--- config.mk ---
export PLATFORM = sky130hd
export DESIGN_NAME = fault_remap_ctrl
export DESIGN_NICKNAME = d
export VERILOG_FILES = /design/src/rtl/frc_pkg.sv /design/src/rtl/frc_bitmap.sv /design/src/rtl/frc_remap.sv /design/src/rtl/frc_status.sv /design/src/rtl/fault_remap_ctrl.sv
export SDC_FILE = /design/constraint.sdc
export NUM_CORES = 1
export LEC_CHECK = 0
export BUFFER_PORTS_ARGS = -buffer_cell sky130_fd_sc_hd__buf_2
export CAP_MARGIN = 25
export CORE_MARGIN = 8
export CORE_UTILIZATION = 54
export DETAILED_ROUTE_END_ITERATION = 16
export PLACE_DENSITY = 0.79
export SYNTH_ARGS = -nofsm -noshare
export SYNTH_HDL_FRONTEND = slang
export SYNTH_SLANG_ARGS = --single-unit
export TNS_END_PERCENT = 100
--- constraint.sdc ---
create_clock -name clk -period 7.2 [get_ports clk]
set_input_delay 1.8 -clock clk [delete_from_list [all_inputs] [get_ports clk]]
set_output_delay 1.8 -clock clk [all_outputs]
set_load 0.01 [all_outputs]
--- src/rtl/frc_pkg.sv ---
package frc_pkg;
  // default geometry: cache rows and blocks per row
  localparam int DEF_ROWS = 64;
  localparam int DEF_NCOL = 4;

  // response record handed from the remap stage to the output stage
  typedef struct packed {
    logic moved;
    logic dead;
  } frc_flags_t;
endpackage

--- src/rtl/frc_bitmap.sv ---
module frc_bitmap #(
  parameter int ROWS = 64,
  parameter int NCOL = 4,
  localparam int ROW_W = $clog2(ROWS)
) (
  input  logic             clk,
  input  logic             rst_n,
  input  logic             we,
  input  logic [ROW_W-1:0] wrow,
  input  logic [NCOL-1:0]  wdata,
  input  logic             rd_en,
  input  logic [ROW_W-1:0] rrow,
  output logic [NCOL-1:0]  rd_word
);
  logic [NCOL-1:0] mem [ROWS];
  logic [NCOL-1:0] rd_next;
  logic            fwd;

  // write port, no reset on storage
  always_ff @(posedge clk) begin
    if (we) begin
      mem[wrow] <= wdata;
    end
  end

  // read with write-through forwarding for the same row
  always_comb begin
    fwd     = we && (wrow == rrow);
    rd_next = fwd ? wdata : mem[rrow];
  end

  always_ff @(posedge clk) begin
    if (rd_en) begin
      rd_word <= rd_next;
    end
  end


  fwd_new_word_chk: assert property (@(posedge clk) disable iff (!rst_n)
    (rd_en && we && (wrow == rrow)) |=> (rd_word == $past(wdata)));
endmodule

--- src/rtl/frc_remap.sv ---
module frc_remap #(
  parameter int NCOL = 4,
  localparam int COL_W = $clog2(NCOL),
  localparam int CNT_W = $clog2(NCOL + 1)
) (
  input  logic             clk,
  input  logic             rst_n,
  input  logic             chk_en,
  input  logic [NCOL-1:0]  word,
  input  logic [COL_W-1:0] col,
  output logic [COL_W-1:0] phys,
  output frc_pkg::frc_flags_t flags
);
  logic [CNT_W-1:0] rank;
  logic [CNT_W-1:0] hcnt;
  logic [CNT_W-1:0] tgt;
  logic [CNT_W-1:0] ord;
  logic [COL_W-1:0] pick;
  logic             hit;
  logic             dead;
  logic             moved;

  always_comb begin
    // ordinal of the requested column among faulty ones, and survivor count
    rank = '0;
    hcnt = '0;
    for (int j = 0; j < NCOL; j++) begin
      if (word[j]) begin
        if (j < int'(col)) rank = rank + CNT_W'(1);
      end else begin
        hcnt = hcnt + CNT_W'(1);
      end
    end
    // wrap the ordinal over the survivors
    tgt = rank;
    for (int i = 0; i < NCOL; i++) begin
      if ((hcnt != '0) && (tgt >= hcnt)) tgt = tgt - hcnt;
    end
    // locate the survivor with that ordinal
    ord  = '0;
    pick = col;
    hit  = 1'b0;
    for (int j = 0; j < NCOL; j++) begin
      if (!word[j]) begin
        if (!hit && (ord == tgt)) begin
          pick = COL_W'(j);
          hit  = 1'b1;
        end
        ord = ord + CNT_W'(1);
      end
    end
    dead  = &word;
    moved = word[col] && !dead;
    phys  = moved ? pick : col;
    flags.moved = moved;
    flags.dead  = dead;
  end


  pass_through_chk: assert property (@(posedge clk) disable iff (!rst_n)
    (chk_en && !word[col]) |-> ((phys == col) && !flags.moved && !flags.dead));

  target_healthy_chk: assert property (@(posedge clk) disable iff (!rst_n)
    (chk_en && !flags.dead) |-> !word[phys]);

  dead_row_chk: assert property (@(posedge clk) disable iff (!rst_n)
    (chk_en && (&word)) |-> (flags.dead && !flags.moved && (phys == col)));
endmodule

--- src/rtl/frc_status.sv ---
module frc_status #(
  parameter int NCOL = 4
) (
  input  logic            clk,
  input  logic            rst_n,
  input  logic            cfg_begin,
  input  logic            cfg_we,
  input  logic [NCOL-1:0] cfg_bits,
  output logic            chip_ok
);
  logic ok_next;
  logic bad_write;

  always_comb begin
    bad_write = cfg_we && (&cfg_bits);
    ok_next   = chip_ok;
    if (bad_write) begin
      ok_next = 1'b0;
    end else if (cfg_begin) begin
      ok_next = 1'b1;
    end
  end

  always_ff @(posedge clk or negedge rst_n) begin
    if (!rst_n) begin
      chip_ok <= 1'b1;
    end else begin
      chip_ok <= ok_next;
    end
  end


  bad_write_clears_chk: assert property (@(posedge clk) disable iff (!rst_n)
    (cfg_we && (&cfg_bits)) |=> !chip_ok);

  sticky_low_chk: assert property (@(posedge clk) disable iff (!rst_n)
    (!chip_ok && !cfg_begin) |=> !chip_ok);
endmodule

--- src/rtl/fault_remap_ctrl.sv ---
module fault_remap_ctrl #(
  parameter int ROWS = frc_pkg::DEF_ROWS,
  parameter int NCOL = frc_pkg::DEF_NCOL,
  localparam int ROW_W = $clog2(ROWS),
  localparam int COL_W = $clog2(NCOL)
) (
  input  logic             clk,
  input  logic             rst_n,
  input  logic             cfg_begin,
  input  logic             cfg_we,
  input  logic [ROW_W-1:0] cfg_row,
  input  logic [NCOL-1:0]  cfg_bits,
  input  logic             acc_valid,
  input  logic [ROW_W-1:0] acc_row,
  input  logic [COL_W-1:0] acc_col,
  output logic             rsp_valid,
  output logic [ROW_W-1:0] rsp_row,
  output logic [COL_W-1:0] rsp_col,
  output logic             rsp_moved,
  output logic             rsp_dead,
  output logic             chip_ok
);
  // stage 1: request captured alongside the bitmap read
  logic             s1_valid;
  logic [ROW_W-1:0] s1_row;
  logic [COL_W-1:0] s1_col;
  logic [NCOL-1:0]  s1_word;
  logic [COL_W-1:0] s1_phys;
  frc_pkg::frc_flags_t s1_flags;

  logic             s1_valid_nx;
  logic             rsp_valid_nx;

  frc_bitmap #(.ROWS(ROWS), .NCOL(NCOL)) u_bitmap (
    .clk     (clk),
    .rst_n   (rst_n),
    .we      (cfg_we),
    .wrow    (cfg_row),
    .wdata   (cfg_bits),
    .rd_en   (acc_valid),
    .rrow    (acc_row),
    .rd_word (s1_word)
  );

  frc_remap #(.NCOL(NCOL)) u_remap (
    .clk    (clk),
    .rst_n  (rst_n),
    .chk_en (s1_valid),
    .word   (s1_word),
    .col    (s1_col),
    .phys   (s1_phys),
    .flags  (s1_flags)
  );

  frc_status #(.NCOL(NCOL)) u_status (
    .clk       (clk),
    .rst_n     (rst_n),
    .cfg_begin (cfg_begin),
    .cfg_we    (cfg_we),
    .cfg_bits  (cfg_bits),
    .chip_ok   (chip_ok)
  );

  always_comb begin
    s1_valid_nx  = acc_valid;
    rsp_valid_nx = s1_valid;
  end

  always_ff @(posedge clk or negedge rst_n) begin
    if (!rst_n) begin
      s1_valid  <= 1'b0;
      rsp_valid <= 1'b0;
    end else begin
      s1_valid  <= s1_valid_nx;
      rsp_valid <= rsp_valid_nx;
    end
  end

  always_ff @(posedge clk) begin
    if (acc_valid) begin
      s1_row <= acc_row;
      s1_col <= acc_col;
    end
    if (s1_valid) begin
      rsp_row   <= s1_row;
      rsp_col   <= s1_phys;
      rsp_moved <= s1_flags.moved;
      rsp_dead  <= s1_flags.dead;
    end
  end


  stage1_follow_chk: assert property (@(posedge clk) disable iff (!rst_n)
    acc_valid |=> s1_valid);

  response_follow_chk: assert property (@(posedge clk) disable iff (!rst_n)
    s1_valid |=> (rsp_valid && (rsp_row == $past(s1_row))));

  no_spurious_rsp_chk: assert property (@(posedge clk) disable iff (!rst_n)
    !s1_valid |=> !rsp_valid);
endmodule

==> results of run 1 <==
-- cell usage after synthesis, drive strengths merged, types with 5 or more instances --
cell type,number,area share
a21o,5,0.0031
a21oi,9,0.0037
buf,12,0.0052
clkbuf,19,0.0059
edfxtp,278,0.69
ha,16,0.017
inv,8,0.0025
mux2,6,0.0056
mux4,86,0.16
nand2,19,0.0059
nand2b,5,0.0026
nand3,6,0.0025
nor2,86,0.027
nor2b,7,0.0036
nor3,6,0.0025
o21ai,6,0.0025
xnor2,9,0.0065
xor2,8,0.0058
-- flip-flops by register name, summed over array words and instances, names as in the netlist --
signal / count
rsp_row: 6
u_status.chip_ok: 1
u_bitmap.rd_word: 4
s1_col: 2
rsp_valid_nx: 1
rsp_valid: 1
rsp_col: 2
u_bitmap.mem: 256
rsp_dead: 1
rsp_moved: 1
s1_row: 6
-- through the flow --
step / TNS [ns] / instance area (um2)
4_1_cts: -0.0441 / 13900
2_1_floorplan: 0 / 12200
6_report: -0.0889 / 14300
5_1_grt: -0.595 / 14300
3_5_place_dp: -0.707 / 12800
3_3_place_gp: 0 / 12800
-- per-layer routing --
metal  global-route usage  up-vias
met4               0.0529        2
met2                0.310      317
li1                     -     2796
met1                0.245     3400
met5                    0        -
met3               0.0322       58
-- what timing repair did --
action                     in CTS  in global routing
setup endpoints to repair       2                  2
hold buffers                    0                  0
buffers inserted               16                  8
pin swaps                      27                 18
gates resized for setup        30                 33
-- worst max path at each step --
stage                        start         end  slack (ns)  cells past startpoint
2_1_floorplan  u_bitmap.rd_word[1]  rsp_col[0]        0.01                     38
3_3_place_gp             s1_col[1]  rsp_col[0]        0.04                     34
3_5_place_dp             s1_col[1]  rsp_col[0]       -0.39                     34
4_1_cts                  s1_col[1]  rsp_col[0]       -0.04                     35
5_1_grt                  s1_col[1]  rsp_col[0]       -0.37                     36
6_report                 s1_col[1]  rsp_col[0]       -0.09                     35
-- layout make-up --
type | instances | area (um2)
Fill cell | 1373 | 7640
Tap cell | 280 | 350
Multi-Input combinational cell | 331 | 3940
Clock inverter | 13 | 155
Sequential cell | 281 | 8420
Inverter | 9 | 35.0
Clock buffer | 33 | 698
Timing Repair Buffer | 86 | 653
-- power groups by stage --
stage                     combinational (mW)  sequential, mW  clock (mW)
after global routing                    3.22            1.85        1.46
final                                   3.04            1.85        1.39
after floorplan                         1.55            1.89           0
after CTS                               2.49            1.85        1.40
after global placement                  1.87            1.88           0
after detailed placement                1.99            1.88           0
-- worst register-to-register path, delay by kind of cell (launching register included) --
| kind | cells | cell delay, ns |
|---|---|---|
| adders and majority gates | 6 | 1.63 |
| xor gates and xnor gates | 1 | 0.14 |
| DFF | 1 | 0.40 |
| AOI/OAI and AO/OA | 13 | 2.25 |
| and+or+nand+nor | 10 | 1.61 |
| muxes | 2 | 0.63 |
| buffers and inverters | 3 | 0.39 |
-- logic make-up after synthesis --
logic type      after synthesis  synth area share
compound gates               39            0.0222
simple gates                160            0.0625
buf+inv                      40            0.0139
fa+ha+maj                    20            0.0231
mux                          94             0.168
xor+xnor                     18            0.0143
flops                       281             0.696
==> flow_summary.yaml, run 1 <==
status:
  status: "finished with violations"
  violations: "setup timing"
timing:
  period_minus_slack_ns: 7.29
  drv_slew: 0
  setup_violations: 1
  hold_viol_final: 0
  post-route-period-util: 1.01
  max_slew_margin: 0.336
  fmax_ghz: 0.137
  finClkSkew_ns: 0.0175
  tightestPinTransition_ns: 0.987
  layout_setup_ws_ns: -0.0889
  rsz0062_at_grt: "yes"
  fin_hold_ws_ns: 0.418
synthesis:
  synthCells: 652
  seq_area_frac_synth: 0.696
  yosysWarnings: 0
  ys_ff_latch: 281
  async_flop_share: 0.0107
  synth_nets: 695
  synthFlopType: "edfxtp_1"
  syn_area_per_cell_um2: 18.6
  synth-edff-count: 278
  syn_area_mm2: 0.0121
  yosysUniqueCellTypes: 57
route:
  initialDrtViolationCount: 785
  postRouteAntennaNets: 0
  drt-total-wl_um: 26200
  wl_per_cell_um: 25.4
  dr.pass1.iters: 7
  wl_met1_um: 10400
  vias: 6573
  met3WireLength_um: 1730
  drc_errors: 0
  top_layer_used: "met5"
  dr_wl_met2_um: 13300
  vias_per_cell: 6.36
worst_setup_path:
  critPathMostFrequentCell: "ha_4"
  cpMaxStageDelayCell: "or4_1"
  cp_top_family: "compound AO/OA/AOI/OAI gates"
  cp-start-kind: "flop"
  crit_buf_inv: 3
  crit_type: "flop to flop"
  r2r_setup_slack_ns: -0.09
  cp.required_ns: 7.46
  crit_path_max_incr_delay_ns: 0.46
  r2r-end: "rsp_col[0]"
  r2r_cells: 35
  worstPathArrival_ns: 7.55
  worst-path-max-fanout: 5
  timing.rr.start: "s1_col[1]"
  crit_path_end_kind: "flop"
global_route:
  grt_pass1_vias: 6758
  grt_overflow: 0
  grt_pass1_wl_um: 40100
  antenna_found_initial: 1
  grtUsageTotal: 0.185
  grt_max_degree: 67
pwr:
  power_mw: 6.28
  power_density_mw_per_mm2: 441
  p_comb_frac: 0.484
  p_sw_frac: 0.335
  cellInternalPower_mw: 4.18
  switching_power_mw: 2.10
  p_leak_nw: 4.68
  clkPwrFrac: 0.221
  ir_worst_vdd_mv: 0.499
  seq_power_share: 0.294
floorplanning:
  die-area_mm2: 0.0275
  dieHeight_um: 166
  die_w_um: 166
  coreArea_mm2: 0.0219
  core.rowCount: 54
  start_util: 0.553
  ios: 35
placement:
  post-place-ws_ns: -0.387
  hpwl_um: 16100
  placed_cells: 960
  portBuffers: 34
  finalWeightedCongestion: 0.879
clock_network:
  clock_sinks: 281
  htreeDepth: 1
  numCtsBuffers: 26
  clk_latency_ns: 0.53
  clkTransAtPathRegs_ns: 0.07
  cts_tree: "built"
  cts.path.max_buffers: 3
  cts_root_buf: "clkbuf_16"
worst_hold_path:
  worstHoldStart: "s1_row[2]"
  min_to: "rsp_row[2]"
  hold_depth: 0
  hold_path.class: "flop to flop"
final_layout:
  nets: 778
  fin_cells: 1033
  mostFrequentLayoutCells: "278 x edfxtp_1, 86 x mux4_2, 80 x nor2_1"
  drive_above_1_share: 0.363
  final_common_cell: "edfxtp_1"
  diodes: 0
  areaGrowthSynthToFinish_pct: 17.7
  utilization: 0.651
job:
  cap_violations: 0
Note: power is estimated with default switching activity, not from simulation.
==> run 2: changes to the inputs <==
PLACE_DENSITY = 0.81   (was 0.79)
==> run 2 against run 1 <==
Effect of this change:
- wire length grew 3.8%
- non-clock buffer count grew 9
- worst setup slack lost 0.0092 ns
- the run still ends with setup timing left
- critical path depth shrank 2
- die area is the same
- largest power group unchanged
- clock skew shrank 0.0061 ns
- sequential power is essentially flat
- maximum frequency shrank 0.13%
- largest cell class unchanged
==> flow_summary.yaml, run 2 (synthesis results as in run 1) <==
final_layout:
  fin_cells: 1045
  final_common_cell: "edfxtp_1"
  nets: 789
  regArea_mm2: 0.00842
  largest_register_ffs: 256
  diodes: 0
  fill_cells: 1381
  top_regs: "u_bitmap.mem x256, rsp_row x6, s1_row x6"
  top_register: "u_bitmap.mem"
  areaGrowthSynthToFinish_pct: 16.6
  drive_above_1_share: 0.349
  mostFrequentLayoutCells: "278 x edfxtp_1, 86 x mux4_2, 82 x nor2_1"
  multi_input_comb_area_mm2: 0.00376
route:
  vias_per_cell: 6.47
  wl_per_cell_um: 26.1
  drt-total-wl_um: 27200
  drc_errors: 0
  dr.pass1.iters: 5
  vias: 6758
  postRouteAntennaNets: 0
  initialDrtViolationCount: 841
pwr:
  ir_worst_vdd_mv: 0.609
  seq_power_share: 0.314
  clkPwrFrac: 0.232
  p_comb_frac: 0.454
  p_sw_frac: 0.322
  p_leak_nw: 4.68
  power_density_mw_per_mm2: 417
  switching_power_mw: 1.90
  cellInternalPower_mw: 3.99
clock_network:
  clock_sinks: 281
  htreeDepth: 1
  postCtsHoldBufs: 0
  cts_root_buf: "clkbuf_16"
  cts.path.max_buffers: 3
  clk_latency_ns: 0.55
  cts_tree: "built"
  clkTransAtPathRegs_ns: 0.06
  numCtsBuffers: 28
status:
  violations: "setup timing"
  status: "finished with violations"
worst_setup_path:
  crit_path_end_kind: "flop"
  crit_buf_inv: 2
  worst-path-max-fanout: 5
  crit_type: "flop to flop"
  critPathMostFrequentCell: "a21o_1"
  crit_path_max_incr_delay_ns: 0.49
  cp_top_family: "compound AO/OA/AOI/OAI gates"
  worstPathArrival_ns: 7.59
  cp-start-kind: "flop"
  cpMaxStageDelayCell: "fa_2"
  cp.required_ns: 7.49
placement:
  portBuffers: 34
  hpwl_um: 16000
  placed_cells: 964
  finalWeightedCongestion: 0.920
global_route:
  grt_pass1_vias: 7078
  grtUsageTotal: 0.193
  grt_overflow: 0
  antenna_found_initial: 0
  grt_max_degree: 67
  grt_pass1_wl_um: 41700
timing:
  hold_viol_final: 0
  fin_hold_ws_ns: 0.420
  rsz0062_at_grt: "yes"
  layout_setup_ws_ns: -0.0981
  tightestPinTransition_ns: 0.854
  drv_slew: 0
  max_slew_margin: 0.425
  period_minus_slack_ns: 7.30
  fmax_ghz: 0.137
  post-route-period-util: 1.01
  finClkSkew_ns: 0.0114
  setup_violations: 2
job:
  cap_violations: 0
floorplanning:
  die-area_mm2: 0.0275
  start_util: 0.553
  ios: 35
  coreArea_mm2: 0.0219
  core.rowCount: 54
  die_w_um: 166
  dieHeight_um: 166
worst_hold_path:
  hold_path.class: "flop to flop"
run 2: timing repair:
action	in CTS	in global routing
setup buffers	20	9
endpoints found under the setup margin	2	2
resized for setup	25	7
pin swaps	25	18
run 2: worst paths after layout:
| path | startpoint | to | slack [ns] | depth (start not counted) |
|---|---|---|---|---|
| setup / recovery | s1_col[1] | rsp_col[0] | -0.1 | 33 |
| min in group asynchronous | rst_n | rsp_valid | 1.04 | 1 |
| hold / removal | s1_row[3] | rsp_row[3] | 0.42 | 0 |
| setup reg to reg | s1_col[1] | rsp_col[0] | -0.1 | 33 |
| max in group asynchronous | rst_n | u_status.chip_ok | 5.97 | 1 |
| hold reg to reg | s1_row[3] | rsp_row[3] | 0.42 | 0 |
run 2: metal layers:
layer,GRT usage,wire [um],vias to the layer above
li1,-,-,2811
met1,0.237,9990,3443
met2,0.334,13800,415
met3,0.0454,2580,89
met4,0.0568,822,0
met5,0,0,-
run 2: worst register-to-register path: cells and delay by family (launching register included):
kind | cells | cell delay, ns
adders and majority gates | 6 | 1.81
and+or+nand+nor | 11 | 2.00
AOI/OAI and AO/OA | 14 | 2.64
DFF | 1 | 0.41
buffers and inverters | 2 | 0.19
run 2: area by class of cell:
cell class / instances / area share
sequential: 281 / 0.597
multi-input combinational: 331 / 0.266
clock buffer: 36 / 0.0517
timing repair buffer: 95 / 0.0493
tap: 280 / 0.0248
clock inverter: 13 / 0.00868
inverter: 9 / 0.00248
run 2: power by group through the flow:
| stage | Sequential (mW) | Combinational [mW] | Clock (mW) |
|---|---|---|---|
| after global placement | 1.88 | 1.94 | 0 |
| after CTS | 1.85 | 2.42 | 1.38 |
| final | 1.85 | 2.67 | 1.37 |
| after global routing | 1.85 | 2.87 | 1.44 |
| after floorplan | 1.89 | 1.55 | 0 |
| after detailed placement | 1.88 | 2.05 | 0 |
run 2: through the flow:
step	worst slack (ns)	instance area, um2	TNS [ns]	utilization	total power [mW]
final	-0.0981	14100	-0.151	0.645	5.89
after detailed placement	-0.348	12800	-0.611	0.585	3.93
after floorplan	0.0150	12200	0	-	3.44
after global routing	-0.352	14100	-0.631	0.645	6.17
after global placement	0.0300	12800	0	0.584	3.82
after CTS	-0.00698	13900	-0.00698	0.636	5.65
